===== src/rtl/strobe_watchdog.sv =====
module strobe_watchdog #(
  parameter int CLK_PER_MS = 50000,
  parameter int T_SHORT_MS = 150,
  parameter int T_MID_MS   = 600,
  parameter int T_LONG_MS  = 1200
) (
  input  logic       clk,
  input  logic       rst_n,
  input  logic       sys_rst,
  input  logic       strobe,
  input  logic [1:0] period_sel,
  output logic       timeout_req
);
  localparam int PW  = (CLK_PER_MS > 2) ? $clog2(CLK_PER_MS) : 1;
  localparam int MSW = $clog2(T_LONG_MS + 1);
  localparam logic [PW-1:0] PRE_TOP = PW'(CLK_PER_MS - 1);

  logic [2:0]     sync_q;
  logic [PW-1:0]  pre_cnt;
  logic [MSW-1:0] ms_cnt;
  logic [MSW-1:0] lim;
  logic           done;
  logic           kick, run, tick_ms, expire;
  logic [MSW-1:0] sel_ms;

  always_comb begin
    case (period_sel)
      2'b00:   sel_ms = MSW'(T_SHORT_MS);
      2'b10:   sel_ms = MSW'(T_LONG_MS);
      default: sel_ms = MSW'(T_MID_MS);
    endcase
  end

  assign run     = !sys_rst && !done;
  assign kick    = run && sync_q[2] && !sync_q[1];
  assign tick_ms = (pre_cnt == PRE_TOP);
  assign expire  = run && !kick && tick_ms && (ms_cnt == lim - MSW'(1));

  always_ff @(posedge clk or negedge rst_n) begin
    if (!rst_n) sync_q <= 3'b111;
    else        sync_q <= {sync_q[1:0], strobe};
  end

  always_ff @(posedge clk or negedge rst_n) begin
    if (!rst_n) begin
      pre_cnt     <= '0;
      ms_cnt      <= '0;
      lim         <= MSW'(T_MID_MS);
      done        <= 1'b0;
      timeout_req <= 1'b0;
    end else if (sys_rst) begin
      pre_cnt     <= '0;
      ms_cnt      <= '0;
      lim         <= sel_ms;
      done        <= 1'b0;
      timeout_req <= 1'b0;
    end else begin
      timeout_req <= expire;
      if (expire) done <= 1'b1;
      if (!run || kick || expire) begin
        pre_cnt <= '0;
        ms_cnt  <= '0;
      end else if (tick_ms) begin
        pre_cnt <= '0;
        ms_cnt  <= ms_cnt + MSW'(1);
      end else begin
        pre_cnt <= pre_cnt + PW'(1);
      end
    end
  end
endmodule



===== config.mk =====
export PLATFORM = sky130hd
export DESIGN_NAME = strobe_watchdog
export DESIGN_NICKNAME = d
export VERILOG_FILES = /design/src/rtl/strobe_watchdog.sv
export SDC_FILE = /design/constraint.sdc
export NUM_CORES = 1
export LEC_CHECK = 0
export ABC_CLOCK_PERIOD_IN_PS = 2770
export CORE_UTILIZATION = 55
export DETAILED_ROUTE_END_ITERATION = 12
export HOLD_SLACK_MARGIN = 0.02
export PLACE_DENSITY_LB_ADDON = 0.15
export SETUP_SLACK_MARGIN = 0.02
export SLEW_MARGIN = 30
export SYNTH_ARGS = -nofsm -noshare
export SYNTH_HDL_FRONTEND = slang
export SYNTH_SLANG_ARGS = --single-unit

===== constraint.sdc =====
create_clock -name clk -period 2.77 [get_ports clk]
set_clock_uncertainty 0.15 [all_clocks]
set_input_delay 0.4155 -clock clk [delete_from_list [all_inputs] [get_ports clk]]
set_output_delay 0.4155 -clock clk [all_outputs]
set_load 0.005 [all_outputs]

==> flow_summary.toml, run 1 <==
[run_status]
outcome = "completed"

[clock_tree]
tritoncts = "built"
clk_pin_slew_ps = 100
post-cts-setup-buffer-count = 0
clock_latency_ps = 350
cts_sinks = 36
htree_levels = 2
root_buffer = "clkbuf_4"
cts-resized-gates = 0
cts_max_path_buffers = 2
cts_buffers = 5
ctsHoldBuffers = 0

[logic_synthesis]
ys_ff_latch = 36
syn_area_um2 = 1890
synth_xor_area_frac = 0.0740
syn_nets = 201
seq_area_frac_synth = 0.479
muxShareOfSynthArea = 0
ys_async_sr_fraction = 1.00
synthCells = 192
synth-simple-area-share = 0.256
yosys.area_share.adder = 0.0198
synth_area_leaders = "dfrtp_1 42%, dfstp_2 5.6%, xnor2_1 5.6%"
synth_edf_count = 0
avgSynthCellArea_um2 = 9.86
synth_top_family_by_area = "simple AND/OR/NAND/NOR gates"
yosys_warnings = 0
synth_top_area_cell = "dfrtp_1"
synth.distinct_cells = 43
yosysTopAreaCellShare = 0.423
synthFlopType = "dfrtp_1"
synth-compound-area-share = 0.144

[grt]
grt_pass1_wl_um = 6250
grt_max_degree = 37
gr-total-overflow = 0
track_usage = 0.236
grt_pass1_vias = 1338
grt_antenna_before_repair = 0

[die]
die_w_um = 60.7
start_util = 0.600
die_h_um = 60.7
boundaryPins = 7
core-area_um2 = 3150
placementRows = 20
die_area_um2 = 3680

[pwr]
p_seq_frac = 0.561
powerDensity_nw_per_um2 = 467
power_switching_share = 0.230
p_switching_w = 0.000224
p_int_w = 0.000749
p_comb_frac = 0.064
p_leak_nw = 0.775
peakVddDrop_uv = 296
p_clk_frac = 0.375

[worst_setup_path]
r2r_setup_slack_ps = 500
path_cells = "ha_1, and3_1, nand4_1, nand2b_1, nor2_1"
required_ps = 2830
ff2ff_path_depth = 5
crit_slowest_cell = "nand2b_1"
worstPathArrival_ps = 2330
crit_type = "reg2reg"
crit_fanout = 16
slowest_delay_ps = 610
r2r-end = "pre_cnt[7]"
crit_path_start_kind = "register"
reg2reg_from = "pre_cnt[0]"
critPathCaptureType = "register"
crit_start = "pre_cnt[0]"

[route]
drt_wl_total_um = 3850
drc = 0
ant_nets = 0
vias = 1510
avgRoutedWirePerCell_um = 15.5
drt-vias-per-instance = 6.09
drtIter0Drc = 79
top_layer_used = "met4"
m1WireLength_um = 1920
wl_met3_um = 196
wl_met2_um = 1690
first_pass_iters = 4

[final_layout]
antennaDiodeCount = 0
final_util = 0.660
nNetsFinal = 212
nFillCells = 277
syn_to_final_growth_pct = 9.91
layout-drive-gt1-share = 0.118
fin_area_um2 = 2080

[timing]
hold_viol_final = 0
fin_crit_ps = 2270
drv_slew = 0
finalSetupTns_ps = 0
relSlewSlack = 0.595
grt_setup_unrepaired = "no"
clock.fmax_ghz = 0.441
setup_viol = 0
fin_crit_sh = 0.819
worst_pin_slew_ps = 608

[placed_design]
port_buffers = 6
postPlaceCellArea_um2 = 2000
dpl.hpwl_um = 2650
gp_congestion = 0.897

[flow_run]
cap_viol_max_count = 0

[min_path]
hold_class = "reg2reg"
worstHoldEndpoint = "sync_q[1]"
worstHoldStart = "sync_q[0]"
whs_path_depth = 0
power by group through the flow:
stage | clock, W | combinational [W] | sequential [W]
after global placement | 0 | 0.0000599 | 0.000554
after detailed placement | 0 | 0.0000626 | 0.000555
after global routing | 0.000388 | 0.0000709 | 0.000547
final | 0.000365 | 0.0000623 | 0.000545
after CTS | 0.000369 | 0.0000628 | 0.000545
after floorplan | 0 | 0.0000350 | 0.000553
final cells by class:
class	count	area [µm²]	area share
inverters	9	33.8	0.0162
well taps	44	55.1	0.0265
clock buffers	6	41.3	0.0198
clock inverters	2	35.0	0.0168
multi-input cells	143	935	0.449
flip-flops and latches	36	906	0.435
repair buffers	8	75.1	0.0361
worst max path at each step:
stage                            end  cells after the start
after global routing      pre_cnt[6]                      5
after global placement    pre_cnt[9]                      5
after floorplan                 done                      6
after CTS                 pre_cnt[7]                      5
after detailed placement  pre_cnt[7]                      5
final                     pre_cnt[7]                      5
metal layers:
metal / vias up / global-route usage
met5: - / 0
met4: 0 / 0.0714
met3: 5 / 0.0640
met2: 47 / 0.353
met1: 731 / 0.335
li1: 727 / -
sequential cells by signal, indices dropped and copies added, names as in the netlist:
signal	cells
pre_cnt	16
ms_cnt	11
lim	4
sync_q	3
done	1
timeout_req	1
cells in the mapped netlist, types with 2 or more instances:
cell       number
a31oi_1         2
nand4_1         4
and4bb_2        2
or4_1           2
clkbuf_2        2
and3_1          3
dfstp_2         4
xnor2_1        12
or3_1           8
o31ai_1         3
dfrtp_1        32
a211oi_1        5
nor2_1         18
nand3_1         9
inv_1           9
nor4_1          4
o211ai_1        4
ha_1            3
or2_2           2
nor3_1          7
o21ai_0        11
nand2_1        18
a21oi_1         4
o2111ai_1       2
xor2_1          4
worst max-delay path: cells and delay by family (launching register included):
| family | cells | cell delay (ps) |
|---|---|---|
| fa+ha+maj | 1 | 240 |
| flops | 1 | 410 |
| simple gates | 4 | 1350 |
layout by cell type (no fill, tap or decap), types with 5 or more instances in the layout:
cell,count
dfrtp_1,32
nor2_1,18
nand2_1,18
xnor2_1,12
o21ai_0,11
inv_1,9
nand3_1,9
or3_1,8
nor3_1,7
clkdlybuf4s50_1,6
a211oi_1,5
clkbuf_4,5
cell families (layout without fill, tap and decap cells):
group | count (synthesis) | in the layout
XOR/XNOR | 16 | 16
AND/OR/NAND/NOR | 85 | 85
buffers and inverters | 13 | 25
adder cells (fa/ha/maj) | 3 | 3
flip-flops | 36 | 36
AO/OA/AOI/OAI | 39 | 39
metrics by stage:
step	instances	hold slack (ps)	setup slack, ps	power, W
final	248	215	500	0.000973
after global routing	248	220	267	0.00101
after CTS	248	218	462	0.000977
after detailed placement	240	199	473	0.000618
after global placement	240	199	561	0.000614
after floorplan	192	-30.1	814	0.000588
No activity file was read; power rests on OpenSTA's default activity.
==> run 2: changes to the inputs <==
ABC_CLOCK_PERIOD_IN_PS = 2000   (was 2770)
CORE_UTILIZATION = 54   (was 55)
clock period = 2 ns   (was 2.77 ns; I/O delays follow)
==> run 2 against run 1 <==
Compared with the run above:
- the flow now finishes with violations (negative setup slack)
- utilization rose by 11 points
- sequential power increased by 38%
- sequential cell count did not move
- critical path type unchanged
- critical endpoint is now ms_cnt[4]
- highest routed layer unchanged
==> flow_summary.toml, run 2 (synthesis results as in run 1) <==
[grt]
grt_pass1_vias = 1517
gr-total-overflow = 0
grt_antenna_before_repair = 0
grt_pass1_wl_um = 7040
grt_max_degree = 37
track_usage = 0.262

[route]
drt_wl_total_um = 4780
drc = 0
drt-vias-per-instance = 5.91
avgRoutedWirePerCell_um = 16.4
ant_nets = 0
drtIter0Drc = 74
vias = 1719
first_pass_iters = 4

[pwr]
power_switching_share = 0.267
p_leak_nw = 1.01
p_comb_frac = 0.104
p_switching_w = 0.000345
peakVddDrop_uv = 437
powerDensity_nw_per_um2 = 504
p_seq_frac = 0.584
p_clk_frac = 0.312
p_int_w = 0.000945

[clock_tree]
cts_sinks = 36
tritoncts = "built"
clock_latency_ps = 350
root_buffer = "clkbuf_4"
cts_buffers = 5
cts_max_path_buffers = 2
clk_pin_slew_ps = 110
htree_levels = 2

[die]
boundaryPins = 7
core-area_um2 = 3340
die_h_um = 61.2
start_util = 0.567
die_area_um2 = 3750
die_w_um = 61.2
placementRows = 21

[final_layout]
antennaDiodeCount = 0
multiInputGateArea_um2 = 1070
layout-drive-gt1-share = 0.343
regMostFlops = "pre_cnt"
layout.cells.non_filler = 291
final_common_cell = "buf_4"
nNetsFinal = 253
nFillCells = 233
final_cell_mix = "36 x buf_4, 32 x dfrtp_1, 18 x nand2_1, 17 x nor2_1, 12 x xnor2_1"
syn_to_final_growth_pct = 35.0
largestRegisters = "pre_cnt: 16 flops, ms_cnt: 11 flops, lim: 4 flops"
seq_area_um2 = 906
fin_area_um2 = 2560
largest_reg_flops = 16

[worst_setup_path]
worstPathArrival_ps = 2130
crit_slowest_cell = "dfrtp_1"
crit_start = "pre_cnt[7]"
critPathMostFrequentCell = "buf_4"
crit_type = "reg2reg"
ff2ff_path_depth = 6
critPathCaptureType = "register"
crit_fanout = 4
r2r_setup_slack_ps = -40
crit_path_start_kind = "register"
slowest_delay_ps = 430
path_cells = "nor4b_4, buf_4, nand4_1, nor4_4, buf_4, a211oi_1"
required_ps = 2090
reg2reg_from = "pre_cnt[7]"

[timing]
fin_crit_sh = 1.02
fin_crit_ps = 2040
grt_setup_unrepaired = "yes"
drv_slew = 0
worst_pin_slew_ps = 445
relSlewSlack = 0.703
setup_viol = 6
clock.fmax_ghz = 0.490
finalWorstSetupSlack_ps = -42.9
hold_viol_final = 0

[flow_run]
cap_viol_max_count = 0

[min_path]
hold_class = "in2async"

[run_status]
violations = "negative setup slack"
outcome = "complete, but fails checks"

[placed_design]
dpl.hpwl_um = 3120
gp_congestion = 0.863
port_buffers = 6
postPlaceCellArea_um2 = 2250
post-place-cells = 273
[run 2: layout make-up]
type	count	share of cell area
Multi-Input combinational cell	143	0.417
Clock buffer	5	0.0147
Sequential cell	36	0.354
Inverter	9	0.0132
Clock inverter	3	0.00930
Timing Repair Buffer	49	0.169
Tap cell	46	0.0225
[run 2: worst paths after layout]
kind / to
max reg2reg: ms_cnt[4]
min: ms_cnt[10]
min in group clk: sync_q[0]
min reg2reg: sync_q[1]
max: ms_cnt[4]
max in group asynchronous: lim[9]
[run 2: layer usage]
metal	global-route usage	up-vias	wire [µm]
met3	0.0714	14	286
met1	0.350	835	2080
li1	-	802	-
met2	0.407	68	2310
met4	0.104	0	110
met5	0	-	0
[run 2: worst max-delay path: cells and delay by family (launching register included)]
family / cells / cell delay (ps)
AOI/OAI and AO/OA: 1 / 40
buffers and inverters: 2 / 370
DFF: 1 / 430
and+or+nand+nor: 3 / 940
[run 2: repair_timing]
action	in CTS	in global routing
hold buffers	0	0
setup buffers	3	6
endpoints found under the setup margin	8	29
gates resized for setup	4	26
pin swaps	7	10
cloned	0	1
[run 2: per-stage QoR]
stage	worst slack, ps	utilization	setup TNS, ps	hold WS (ps)	power, W
final	-42.9	0.766	-201	192	0.00129
after global routing	-86.3	0.766	-476	176	0.00135
after CTS	17.5	0.706	0	183	0.00128
after detailed placement	-75.9	0.675	-146	198	0.000874
after global placement	19.9	0.675	0	200	0.000869
after floorplan	44.4	-	0	-146	0.000814
[run 2: power by group through the flow]
stage | Clock, W | Sequential (W) | Combinational [W]
final | 0.000403 | 0.000753 | 0.000134
after global routing | 0.000448 | 0.000754 | 0.000148
after CTS | 0.000413 | 0.000753 | 0.000111
after detailed placement | 0 | 0.000766 | 0.000108
after global placement | 0 | 0.000765 | 0.000104
after floorplan | 0 | 0.000766 | 0.0000485
==> run 3: changes to the inputs <==
ABC_AREA = 1   (was not set)
CORE_UTILIZATION = 55   (was 54)
==> run 3 against run 2 <==
Compared with the run above:
- combinational power about the same
- the run now ends clean
- clock power rose by 24%
- largest cell class unchanged
- non-clock buffer count fell by 34
- clock-buffer cell count increased by 2
==> flow_summary.toml, run 3 <==
[die]
core-area_um2 = 3660
die_area_um2 = 4070
start_util = 0.574
boundaryPins = 7
placementRows = 22
die_w_um = 63.8
die_h_um = 63.8

[grt]
top_usage_layer = "met1"
grt_antenna_before_repair = 0
grt_pass1_wl_um = 7960
gr-usage-met3 = 0.0411
grt_use_met1 = 0.390
gr-total-overflow = 0
grt_max_degree = 37
gr-usage-met2 = 0.358
grt_pass1_vias = 1663
track_usage = 0.254

[clock_tree]
clock_latency_ps = 290
cts_buffers = 5
cts_sinks = 36
tritoncts = "built"
clk_pin_slew_ps = 70
root_buffer = "clkbuf_8"
htree_levels = 2
cts_max_path_buffers = 2

[worst_setup_path]
crit_family = "simple AND/OR/NAND/NOR gates"
crit_slowest_cell = "dfstp_2"
worstPathBufferInverterCount = 2
crit_path_start_kind = "register"
path_cells = "inv_2, ha_4, inv_1, nand2_1, nand2_1, nor2_1, nand2_1, nor2_2, nand2_2, nand2_2, o21ai_1"
required_ps = 2020
critPathMostFrequentCell = "nand2_1"
crit_type = "reg2reg"
r2r-end = "ms_cnt[9]"
ff2ff_path_depth = 11
critPathCaptureType = "register"
reg2reg_from = "lim[9]"
slowest_delay_ps = 550
crit_fanout = 5
r2r_setup_slack_ps = 90
worstPathArrival_ps = 1930

[logic_synthesis]
synth.distinct_cells = 30
synthCells = 286
ys_async_sr_fraction = 1.00
synth_top_area_cell = "dfrtp_1"
syn_nets = 295
seq_area_frac_synth = 0.431
yosysTopAreaCellShare = 0.381
avgSynthCellArea_um2 = 7.35
synth_area_leaders = "dfrtp_1 38%, nand2_1 12%, nor2_1 11%"
syn_area_um2 = 2100
synth_edf_count = 0
yosys_warnings = 0
ys_ff_latch = 36
synthFlopType = "dfrtp_1"
synthTopCellsByCount = "69 x nand2_1, 60 x nor2_1, 32 x dfrtp_1"
yosysMostFrequentCell = "nand2_1"

[final_layout]
layout-drive-gt1-share = 0.137
antennaDiodeCount = 0
nFillCells = 343
regMostFlops = "pre_cnt"
syn_to_final_growth_pct = 11.8
largest_reg_flops = 16
layout.cells.non_filler = 354
largestRegisters = "pre_cnt: 16 flops, ms_cnt: 11 flops, lim: 4 flops"
final_cell_mix = "70 x nand2_1, 58 x nor2_1, 32 x dfrtp_1, 28 x inv_1, 23 x nand3_1"
nNetsFinal = 314
final_common_cell = "nand2_1"

[flow_run]
cap_viol_max_count = 0

[timing]
hold_viol_final = 0
setup_viol = 0
relSlewSlack = 0.664
fin_crit_ps = 1910
fin_crit_sh = 0.955
drv_slew = 0
grt_setup_unrepaired = "yes"
worst_pin_slew_ps = 499
clock.fmax_ghz = 0.523

[route]
ant_nets = 0
drtIter0Drc = 195
drt_wl_total_um = 4570
avgRoutedWirePerCell_um = 12.9
first_pass_iters = 4
vias = 1830
drc = 0
drt-vias-per-instance = 5.17

[min_path]
whs_path_depth = 0
hold_class = "reg2reg"
worstHoldEndpoint = "sync_q[1]"
worstHoldStart = "sync_q[0]"

[placed_design]
gp_congestion = 0.955
dpl.hpwl_um = 3230
post-place-cells = 342
port_buffers = 6

[pwr]
powerDensity_nw_per_um2 = 592
power.total_w = 0.00139
peakVddDrop_uv = 460
p_leak_nw = 1.03

[run_status]
outcome = "completed"
## run 3: repair_timing
item	CTS	global route
resized for setup	0	5
endpoints found under the setup margin	0	11
hold buffers	1	0
buffers inserted	0	2
hold endpoints to repair	32	0
## run 3: per-layer routing
metal | share of wire | wire length, µm | vias to the layer above
li1 | - | - | 938
met1 | 0.52 | 2370 | 831
met2 | 0.42 | 1900 | 54
met3 | 0.053 | 243 | 7
met4 | 0.013 | 60 | 0
met5 | 0 | 0 | -
## run 3: worst max path at each step
stage          startpoint         to  slack [ps]  cells past startpoint
3_3_place_gp      sys_rst  ms_cnt[9]         120                      9
2_1_floorplan      lim[9]  ms_cnt[9]         230                     11
3_5_place_dp       lim[9]  ms_cnt[9]          90                     11
6_report           lim[9]  ms_cnt[9]          90                     11
5_1_grt            lim[9]  ms_cnt[9]          -3                     11
4_1_cts            lim[9]  ms_cnt[9]          90                     11
## run 3: cells by family after synthesis
kind of cell | Yosys count | synth area share
flops | 36 | 0.431
fa+ha+maj | 3 | 0.0179
compound gates | 15 | 0.0381
simple gates | 182 | 0.381
buf+inv | 37 | 0.0780
xor+xnor | 13 | 0.0542
## run 3: cell type report
class	instances	area, µm²	share of cell area
inverters	33	125	0.0532
flip-flops and latches	36	906	0.385
well taps	48	60.1	0.0255
clock buffers	7	76.3	0.0325
clock inverters	1	5.00	0.00213
repair buffers	15	125	0.0532
multi-input cells	214	1050	0.448
## run 3: power breakdown
part,switching (W),internal (W)
clock network,0.000253,0.000244
registers,0.0000109,0.000746
logic,0.0000820,0.0000545
## run 3: worst reg2reg max path: cells and delay by family (launching register included)
kind / cells / cell delay, ps
AND/OR/NAND/NOR: 7 / 690
buffers and inverters: 2 / 80
adder cells (fa/ha/maj): 1 / 260
flip-flops: 1 / 550
AO/OA/AOI/OAI: 1 / 70
## run 3: through the flow
stage	hold slack [ps]	setup WS [ps]	TNS, ps	area [µm²]	utilization
after global placement	198	123	0	2220	0.607
after detailed placement	199	92.7	0	2220	0.607
final	206	89.3	0	2350	0.642
after floorplan	-146	232	0	2100	-
after global routing	216	-3.08	-3.08	2350	0.642
after CTS	211	85.2	0	2310	0.632
